==> config.mk <==
export PLATFORM = sky130hd
export DESIGN_NAME = hbridge_supervisor
export DESIGN_NICKNAME = d
export VERILOG_FILES = /design/src/rtl/hbs_pkg.sv /design/src/rtl/hbs_sync.sv /design/src/rtl/hbs_qual_timer.sv /design/src/rtl/hbs_interlock.sv /design/src/rtl/hbridge_supervisor.sv
export SDC_FILE = /design/constraint.sdc
export NUM_CORES = 1
export LEC_CHECK = 0
export BUFFER_PORTS_ARGS = -buffer_cell sky130_fd_sc_hd__buf_2
export CORE_ASPECT_RATIO = 0.75
export CORE_MARGIN = 2
export CORE_UTILIZATION = 51
export DETAILED_ROUTE_END_ITERATION = 10
export GPL_ROUTABILITY_DRIVEN = 1
export GPL_TIMING_DRIVEN = 0
export MAX_ROUTING_LAYER = met4
export PLACE_DENSITY = 0.75
export SLEW_MARGIN = 20
export SYNTH_ARGS = -nofsm -noshare
export SYNTH_HDL_FRONTEND = slang
export SYNTH_SLANG_ARGS = --single-unit
export TNS_END_PERCENT = 10
==> constraint.sdc <==
create_clock -name clk -period 2 [get_ports clk]
set_input_delay 0 -clock clk [delete_from_list [all_inputs] [get_ports clk]]
set_output_delay 0 -clock clk [all_outputs]
set_load 0.005 [all_outputs]
==> src/rtl/hbs_pkg.sv <==
`timescale 1ns/1ps
package hbs_pkg;

   typedef enum logic [1:0] {
      CMD_FWD = 2'b00,
      CMD_REV = 2'b01,
      CMD_BRK = 2'b10,
      CMD_OFF = 2'b11
   } hb_cmd_e;

   typedef struct packed {
      logic [1:0] hs;
      logic [1:0] ls;
   } hb_sw_t;

   function automatic hb_sw_t decode_cmd(input hb_cmd_e c);
      hb_sw_t s;
      s = '0;
      case (c)
         CMD_FWD: begin s.hs = 2'b01; s.ls = 2'b10; end
         CMD_REV: begin s.hs = 2'b10; s.ls = 2'b01; end
         CMD_BRK: begin s.hs = 2'b00; s.ls = 2'b11; end
         default: begin s.hs = 2'b00; s.ls = 2'b00; end
      endcase
      return s;
   endfunction

endpackage

==> src/rtl/hbs_sync.sv <==
`timescale 1ns/1ps
module hbs_sync #(
   parameter int                W       = 2,
   parameter int                STAGES  = 2,
   parameter logic [W-1:0]      RST_VAL = '0
) (
   input  logic         clk,
   input  logic         rst_n,
   input  logic [W-1:0] d,
   output logic [W-1:0] q
);

   generate
      if (STAGES < 2) begin : g_bad_stages
         $error("hbs_sync: STAGES must be at least 2");
      end
      if (W < 1) begin : g_bad_width
         $error("hbs_sync: W must be at least 1");
      end
   endgenerate

   logic [STAGES-1:0][W-1:0] stg;

   always_ff @(posedge clk or negedge rst_n) begin
      if (!rst_n) stg <= {STAGES{RST_VAL}};
      else        stg <= {stg[STAGES-2:0], d};
   end

   assign q = stg[STAGES-1];

endmodule

==> src/rtl/hbs_qual_timer.sv <==
`timescale 1ns/1ps
module hbs_qual_timer #(
   parameter int QUAL_CYC = 2500
) (
   input  logic clk,
   input  logic rst_n,
   input  logic clr,
   input  logic raw,
   output logic expire
);

   generate
      if (QUAL_CYC < 2) begin : g_bad_qual
         $error("hbs_qual_timer: QUAL_CYC must be at least 2");
      end
   endgenerate

   localparam int              CNT_W = $clog2(QUAL_CYC);
   localparam logic [CNT_W-1:0] TERM = CNT_W'(QUAL_CYC - 1);

   logic [CNT_W-1:0] cnt_q;

   always_ff @(posedge clk or negedge rst_n) begin
      if (!rst_n)                 cnt_q <= '0;
      else if (clr || !raw)       cnt_q <= '0;
      else if (cnt_q != TERM)     cnt_q <= cnt_q + 1'b1;
   end

   assign expire = raw && !clr && (cnt_q == TERM);


   qual_cnt_range_chk: assert property (@(posedge clk) disable iff (!rst_n)
      cnt_q <= TERM);


   qual_needs_raw_chk: assert property (@(posedge clk) disable iff (!rst_n)
      (cnt_q != '0) |-> $past(raw));

endmodule

==> src/rtl/hbs_interlock.sv <==
`timescale 1ns/1ps
module hbs_interlock #(
   parameter int LEGS = 2
) (
   input  logic [LEGS-1:0] req_hs,
   input  logic [LEGS-1:0] req_ls,
   input  logic            kill,
   output logic [LEGS-1:0] hs_o,
   output logic [LEGS-1:0] ls_o
);

   generate
      if (LEGS < 1) begin : g_bad_legs
         $error("hbs_interlock: LEGS must be at least 1");
      end
      for (genvar i = 0; i < LEGS; i++) begin : g_leg
         always_comb begin
            hs_o[i] = req_hs[i] && !req_ls[i] && !kill;
            ls_o[i] = req_ls[i] && !req_hs[i] && !kill;
         end
      end
   endgenerate

endmodule

==> src/rtl/hbridge_supervisor.sv <==
`timescale 1ns/1ps
module hbridge_supervisor
   import hbs_pkg::*;
#(
   parameter int CLK_HZ      = 50_000_000,
   parameter int QUAL_US     = 50,
   parameter int SYNC_STAGES = 2
) (
   input  logic       clk,
   input  logic       rst_n,
   input  logic       cmd_a,
   input  logic       cmd_b,
   input  logic [1:0] oc_hs,
   input  logic [1:0] oc_ls,
   input  logic [1:0] gnd_short,
   input  logic [1:0] sup_short,
   input  logic       load_short,
   input  logic       ol_hi,
   input  logic       ol_lo,
   input  logic       ot_trip,
   input  logic       ot_release,
   input  logic       uv_active,
   output logic [1:0] hs_en,
   output logic [1:0] ls_en,
   output logic       err_n,
   output logic       flag_pull
);

   localparam int QUAL_CYC = (CLK_HZ / 1_000_000) * QUAL_US;

   generate
      if (CLK_HZ < 1_000_000) begin : g_bad_clk
         $error("hbridge_supervisor: CLK_HZ must be at least 1 MHz");
      end
      if (QUAL_CYC < 2) begin : g_bad_window
         $error("hbridge_supervisor: qualification window below 2 cycles");
      end
   endgenerate

   // command path
   logic [1:0] cmd_s;
   logic [1:0] cmd_q;
   logic       cmd_chg;
   hb_cmd_e    mode;

   hbs_sync #(.W(2), .STAGES(SYNC_STAGES), .RST_VAL(2'b11)) u_sync (
      .clk   (clk),
      .rst_n (rst_n),
      .d     ({cmd_a, cmd_b}),
      .q     (cmd_s)
   );

   always_ff @(posedge clk or negedge rst_n) begin
      if (!rst_n) cmd_q <= 2'b11;
      else        cmd_q <= cmd_s;
   end

   assign mode    = hb_cmd_e'(cmd_s);
   assign cmd_chg = (cmd_s != cmd_q);

   // overtemperature hysteresis state
   logic hot_q;
   always_ff @(posedge clk or negedge rst_n) begin
      if (!rst_n)          hot_q <= 1'b0;
      else if (ot_trip)    hot_q <= 1'b1;
      else if (ot_release) hot_q <= 1'b0;
   end

   // fault gathering
   logic open_load;
   logic raw_fault;
   assign open_load = (mode == CMD_OFF) && ol_hi && ol_lo;
   assign raw_fault = (|oc_hs) || (|oc_ls) || (|gnd_short) || (|sup_short)
                    || load_short || hot_q || open_load;

   // qualification and latch
   logic fault_lat;
   logic sticky_q;
   logic expire;
   logic clr_req;

   assign clr_req = cmd_chg && !sticky_q;

   hbs_qual_timer #(.QUAL_CYC(QUAL_CYC)) u_qual (
      .clk    (clk),
      .rst_n  (rst_n),
      .clr    (clr_req),
      .raw    (raw_fault),
      .expire (expire)
   );

   always_ff @(posedge clk or negedge rst_n) begin
      if (!rst_n) begin
         fault_lat <= 1'b0;
         sticky_q  <= 1'b0;
      end else if (clr_req) begin
         fault_lat <= 1'b0;
      end else if (expire) begin
         fault_lat <= 1'b1;
         if (load_short) sticky_q <= 1'b1;
      end
   end

   // switch drive
   hb_sw_t sw_req;
   assign sw_req = decode_cmd(mode);

   hbs_interlock #(.LEGS(2)) u_ilk (
      .req_hs (sw_req.hs),
      .req_ls (sw_req.ls),
      .kill   (fault_lat || uv_active),
      .hs_o   (hs_en),
      .ls_o   (ls_en)
   );

   assign err_n     = !fault_lat;
   assign flag_pull = fault_lat;


   latch_after_raw_chk: assert property (@(posedge clk) disable iff (!rst_n)
      $rose(fault_lat) |-> $past(raw_fault));


   off_when_fault_chk: assert property (@(posedge clk) disable iff (!rst_n)
      !err_n |-> (hs_en == 2'b00 && ls_en == 2'b00 && flag_pull));


   clear_on_change_chk: assert property (@(posedge clk) disable iff (!rst_n)
      (cmd_chg && !sticky_q) |=> !fault_lat);


   sticky_hold_chk: assert property (@(posedge clk) disable iff (!rst_n)
      sticky_q |=> (sticky_q && fault_lat));


   uv_off_chk: assert property (@(posedge clk) disable iff (!rst_n)
      uv_active |-> (hs_en == 2'b00 && ls_en == 2'b00));


   no_shoot_chk: assert property (@(posedge clk) disable iff (!rst_n)
      (hs_en & ls_en) == 2'b00);

endmodule

==> flow_metrics.tcl, run 1 <==
set metrics [dict create \
    status "completed" \
    num_vias 794 \
    placedCellCount 145 \
    synthArstFlopShare_pct 100 \
    fin_ws_ps 370 \
    p_leak_nw 0.573 \
    drt_iter0_drc 8 \
    ys_seq_area_share_pct 51.4 \
    die_w_um 56.1 \
    clk_latency_ps 310 \
    synth_edf_count 0 \
    cap_violations 0 \
    critPathKind "reg2reg" \
    synth_nets 123 \
    r2r-end "u_qual.cnt_q[0]$_DFFE_PN0P_" \
    cts_resized 0 \
    dr.pass1.iters 4 \
    cts.path.max_buffers 2 \
    endpoint "u_qual.cnt_q[0]$_DFFE_PN0P_" \
    dpl_worst_slack_ps 384 \
    pin_count 24 \
    max_stage_delay_ps 440 \
    syn_area_sq_mm 0.00104 \
    crit_cells 5 \
    grt_pass1_wl_um 3420 \
    rows 14 \
    clkTransAtPathRegs_ps 120 \
    period_share_pct 81.5 \
    synthCells 98 \
    finalClockSkew_ps 1.32 \
    power_density_mw_per_mm2 586 \
    antenna_cells 0 \
    hold_violations 0 \
    tns_ps 0 \
    place_congestion 0.881 \
    avgSynthCellArea_sq_um 10.6 \
    routed_wl_um 1830 \
    io_buffers 23 \
    irDropWorstVdd_uv 368 \
    cp_num_buf_inv 0 \
    rrSetupSlack_ps 370 \
    antenna_found_initial 0 \
    critPathLaunchType "register" \
    r2r_cells 5 \
    clockRootBuffer "clkbuf_4" \
    vias_per_cell 5.12 \
    ant_nets 0 \
    grt_pass1_vias 763 \
    finalSetupViolCount 0 \
    hpwlAfterDp_um 1350 \
    crit_chain "ha_1 > nor4bb_1 > nand3_1 > xnor2_1 > nor2_1" \
    dieArea_sq_mm 0.00241 \
    core-area_sq_mm 0.00196 \
    grt-ovfl-total 0 \
    track_usage_pct 19.8 \
    relSlewSlack_pct 70.4 \
    synth_flop_cell "dfrtp_1" \
    holdCritPathClass "in2async" \
    worstPathArrival_ps 1850 \
    initial_core_util_pct 52.9 \
    crit_path_max_fanout 5 \
    fin_nets 157 \
    routedWlPerCell_um 11.8 \
    required_ps 2210 \
    worst_setup_path_end_kind "register" \
    layout_commonest_cell "buf_2" \
    finalPower_w 0.000746 \
    finalNonFillerCells 155 \
    r2r-start "u_qual.cnt_q[0]$_DFFE_PN0P_" \
    cp_top_family "simple AND/OR/NAND/NOR gates" \
    critPathSlowestCell "dfrtp_1" \
    rsz0062_at_grt "false" \
    layout_common_cells "buf_2 (24), nor2_1 (15), dfrtp_1 (15)" \
    drc 0 \
    maxSlewViolCount 0 \
    tritoncts "yes" \
    worst_slew_pin_slew_ps 444 \
    fin_crit_ps 1630 \
    ys_ff_latch 21 \
    htreeDepth 1 \
    cts.sinks 21 \
    synth.distinct_cells 26 \
    fmax_mhz 613 \
    yosys_warnings 0 \
    post-cts-setup-buffers 0 \
    grt_max_degree 22 \
    area_growth_pct 22.7 \
    cts_made_buffers 3 \
    drive_gt1_share_pct 26.7 \
    die_h_um 43.1 \
    hold_buffers 6 \
    crit_start "u_qual.cnt_q[0]$_DFFE_PN0P_" \
    final_util_pct 64.9 \
]
[cells in the mapped netlist (2+ instances only)]
library cell	number	area, sq um
nor4_1	3	18.8
dfrtp_1	15	375
and3_1	2	12.5
inv_1	6	22.5
nand4_1	3	18.8
xnor2_1	9	78.8
and2_1	3	18.8
nand3_1	6	30.0
dfstp_2	6	158
a21oi_1	2	10.0
nor3_1	4	20.0
nand2_1	3	11.3
nor2_1	15	56.3
xor2_1	3	26.3
ha_1	7	87.6
[per-layer routing]
metal / share of wire [%] / GRT usage (%)
met4: 2.0 / 8.57
met5: 0 / -
met1: 49 / 27.3
met2: 42 / 26.6
met3: 6.2 / 6.71
[worst min path at each step]
stage                      start                      endpoint  slack [ps]  cells past startpoint
CTS                 gnd_short[1]   u_qual.cnt_q[8]$_DFFE_PN0P_         150                      4
global route               rst_n  u_qual.cnt_q[10]$_DFFE_PN0P_         170                      2
finish                     rst_n   u_qual.cnt_q[7]$_DFFE_PN0P_         150                      2
floorplan                  rst_n         flag_pull$_DFFE_PN0P_        -300                      0
detailed placement         rst_n   u_qual.cnt_q[7]$_DFFE_PN0P_         -20                      1
global placement           rst_n   u_qual.cnt_q[7]$_DFFE_PN0P_         -30                      1
[state kept, by name, indices dropped and copies added (netlist names)]
name          flops
u_sync.q          2
flag_pull         1
cmd_q             2
sticky_q          1
hot_q             1
u_qual.cnt_q     12
u_sync.stg        2
[logic make-up after synthesis]
family | share of synthesized area (%)
fa+ha+maj | 8.44
flops | 51.4
xor+xnor | 10.1
compound gates | 3.98
mux | 0.965
simple gates | 22.4
buf+inv | 2.65
[power breakdown]
part	switching [W]	internal [W]	total, W
clock network	0.000139	0.0000765	0.000216
logic	0.0000381	0.0000408	0.0000789
registers	0.0000105	0.000441	0.000451
total	0.000188	0.000558	0.000746
[per-stage QoR]
step           cell area (sq um)  hold slack [ps]
2_1_floorplan               1040             -296
3_3_place_gp                1180            -30.5
3_5_place_dp                1180            -23.9
4_1_cts                     1270              149
5_1_grt                     1270              171
6_report                    1270              152
[area by class of cell]
class,count,area [sq um]
clock inverters,1,7.51
fillers,166,689
flip-flops and latches,21,533
plain buffers,1,5.00
multi-input cells,70,477
inverters,6,22.5
clock buffers,3,22.5
repair buffers,29,175
well taps,24,30.0
No activity file was read; power rests on OpenSTA's default activity.
==> inputs of run 2 (changes only) <==
--- a/config.mk
+++ b/config.mk
@@ -5,15 +5,16 @@
 export SDC_FILE = /design/constraint.sdc
 export NUM_CORES = 1
 export LEC_CHECK = 0
+export ABC_AREA = 1
 export BUFFER_PORTS_ARGS = -buffer_cell sky130_fd_sc_hd__buf_2
 export CORE_ASPECT_RATIO = 0.75
 export CORE_MARGIN = 2
-export CORE_UTILIZATION = 51
+export CORE_UTILIZATION = 48
 export DETAILED_ROUTE_END_ITERATION = 10
 export GPL_ROUTABILITY_DRIVEN = 1
 export GPL_TIMING_DRIVEN = 0
 export MAX_ROUTING_LAYER = met4
-export PLACE_DENSITY = 0.75
+export PLACE_DENSITY = 0.73
 export SLEW_MARGIN = 20
 export SYNTH_ARGS = -nofsm -noshare
 export SYNTH_HDL_FRONTEND = slang
==> constraint.sdc (replaced) <==
create_clock -name clk -period 1.4 [get_ports clk]
set_input_delay 0 -clock clk [delete_from_list [all_inputs] [get_ports clk]]
set_output_delay 0 -clock clk [all_outputs]
set_load 0.005 [all_outputs]
==> flow_metrics.tcl, run 2 <==
set metrics [dict create \
    status "finished, violations left" \
    violations "negative setup slack" \
    layout_common_cells "nand2_1 (34), buf_2 (23), nor2_1 (21)" \
    holdCritPathClass "in2async" \
    tritoncts "yes" \
    finalSetupViolCount 15 \
    relSlewSlack_pct 69.4 \
    synthCells 153 \
    ys_ff_latch 21 \
    initial_core_util_pct 52.0 \
    pin_count 24 \
    rrSetupSlack_ps -70 \
    fin_nets 218 \
    r2r_cells 8 \
    fin_ws_ps -170 \
    ys_seq_area_share_pct 43.3 \
    cts.path.max_buffers 2 \
    yosysTopAreaCell "dfrtp_1" \
    antenna_cells 0 \
    worstPathArrival_ps 1570 \
    dieArea_sq_mm 0.00299 \
    largest_reg_flops 12 \
    hpwlAfterDp_um 1930 \
    drive_gt1_share_pct 40.1 \
    avgSynthCellArea_sq_um 8.04 \
    htreeDepth 1 \
    clkTransAtPathRegs_ps 120 \
    synth_common_cells "nand2_1 (35), nor2_1 (24), inv_1 (16), dfrtp_1 (15), nor2_2 (10)" \
    rsz0062_at_grt "true" \
    hold_violations 0 \
    stdcell_area_sq_mm 0.00160 \
    worst_slew_pin_slew_ps 458 \
    worst_setup_path_end_kind "output port" \
    fin_crit_ps 1570 \
    dr.pass1.iters 4 \
    yosysTopAreaCellShare_pct 30.5 \
    synth.most_common_cell "nand2_1" \
    dpl_cell_area_sq_mm 0.00139 \
    cp_top_family "flip-flops" \
    grt_max_degree 22 \
    period_share_pct 112 \
    place_congestion 0.866 \
    rows 15 \
    io_buffers 23 \
    finalPower_w 0.00168 \
    routedWlPerCell_um 11.7 \
    crit_cells 4 \
    antenna_found_initial 0 \
    critPathLaunchType "register" \
    num_vias 1106 \
    synthArstFlopShare_pct 100 \
    cts_made_buffers 3 \
    core-area_sq_mm 0.00236 \
    cap_violations 0 \
    crit_path_max_fanout 5 \
    ant_nets 0 \
    synth_flop_cell "dfrtp_1" \
    syn_area_sq_mm 0.00123 \
    fmax_mhz 637 \
    power_density_mw_per_mm2 1050 \
    r2r-end "u_qual.cnt_q[7]$_DFFE_PN0P_" \
    cp_num_buf_inv 2 \
    grt_pass1_wl_um 4480 \
    grt_pass1_vias 1019 \
    crit_chain "inv_4 > ha_4 > nor4_4 > buf_2" \
    layout_commonest_cell "nand2_1" \
    die_w_um 62.5 \
    p_leak_nw 0.777 \
    whs_ps 168 \
    clockRootBuffer "clkbuf_4" \
    synth_nets 178 \
    maxSlewViolCount 0 \
    cts.sinks 21 \
    synth.distinct_cells 26 \
    die_h_um 47.8 \
    vias_per_cell 4.89 \
    critPathSlowestCell "dfstp_2" \
    clk_latency_ps 300 \
    regMostFlops "u_qual.cnt_q" \
    drt_iter0_drc 61 \
    yosys_warnings 0 \
    max_stage_delay_ps 640 \
    routed_wl_um 2640 \
    critPathKind "reg2out" \
    synthTopCellsByArea "dfrtp_1 (31%), dfstp_2 (13%), nand2_1 (11%)" \
    area_growth_pct 30.2 \
    finalClockSkew_ps 3.08 \
    drc 0 \
    irDropWorstVdd_uv 626 \
    r2r-start "u_sync.q[0]$_DFF_PN1_" \
    required_ps 1400 \
    grt-ovfl-total 0 \
    track_usage_pct 20.1 \
    synth_edf_count 0 \
]
## run 2: final cells by class
class,count,area (sq um)
clock inverters,1,7.51
clock buffers,3,22.5
well taps,34,42.5
repair buffers,35,220
plain buffers,1,20.0
multi-input cells,110,674
fillers,188,763
inverters,21,81.3
flip-flops and latches,21,533
## run 2: stage by stage
| stage | cells | TNS (ps) | setup WS (ps) | util [%] |
|---|---|---|---|---|
| after detailed placement | 210 | -809 | -120 | 58.7 |
| after floorplan | 153 | 0 | 59.6 | - |
| after global placement | 210 | -452 | -81.4 | 58.7 |
| after CTS | 223 | -1260 | -121 | 63.7 |
| after global routing | 226 | -2400 | -240 | 67.7 |
| final | 226 | -649 | -170 | 67.7 |
## run 2: logic make-up (layout without fill, tap and decap cells)
logic type | count (synthesis) | after routing | share of synthesized area [%]
compound gates | 10 | 10 | 4.78
xor+xnor | 2 | 2 | 1.42
fa+ha+maj | 7 | 7 | 7.12
buf+inv | 22 | 61 | 7.63
flops | 21 | 21 | 43.3
simple gates | 91 | 91 | 35.7
## run 2: what timing repair did
| item | CTS | global route |
|---|---|---|
| endpoints found under the setup margin | 16 | 18 |
| hold buffers | 6 | 0 |
| buffers inserted | 3 | 3 |
| hold endpoints to repair | 25 | 0 |
| pin swaps | 2 | 7 |
| gates resized for setup | 2 | 15 |
## run 2: where the power goes
part / internal [W] / switching (W) / leakage, nW
clock network: 0.000109 / 0.000190 / 0.0139
registers: 0.000718 / 0.000114 / 0.241
logic: 0.000223 / 0.000328 / 0.523
total: 0.00105 / 0.000633 / 0.777
## run 2: layer usage
metal | GRT usage (%) | up-vias | wire, um
met5 | - | - | 0
met4 | 5.78 | 0 | 66
met3 | 4.71 | 8 | 176
met2 | 33.1 | 46 | 1220
met1 | 25.6 | 503 | 1170
li1 | - | 549 | -
## run 2: worst max-delay path by stage
stage                                             end  slack [ps]                  start
final                                        ls_en[1]        -170  u_sync.q[1]$_DFF_PN1_
after global routing                         ls_en[1]        -240  u_sync.q[1]$_DFF_PN1_
after CTS                 u_qual.cnt_q[7]$_DFFE_PN0P_        -120  u_sync.q[0]$_DFF_PN1_
after detailed placement  u_qual.cnt_q[7]$_DFFE_PN0P_        -120  u_sync.q[0]$_DFF_PN1_
after global placement    u_qual.cnt_q[7]$_DFFE_PN0P_         -80  u_sync.q[0]$_DFF_PN1_
after floorplan           u_qual.cnt_q[3]$_DFFE_PN0P_          60  u_sync.q[0]$_DFF_PN1_
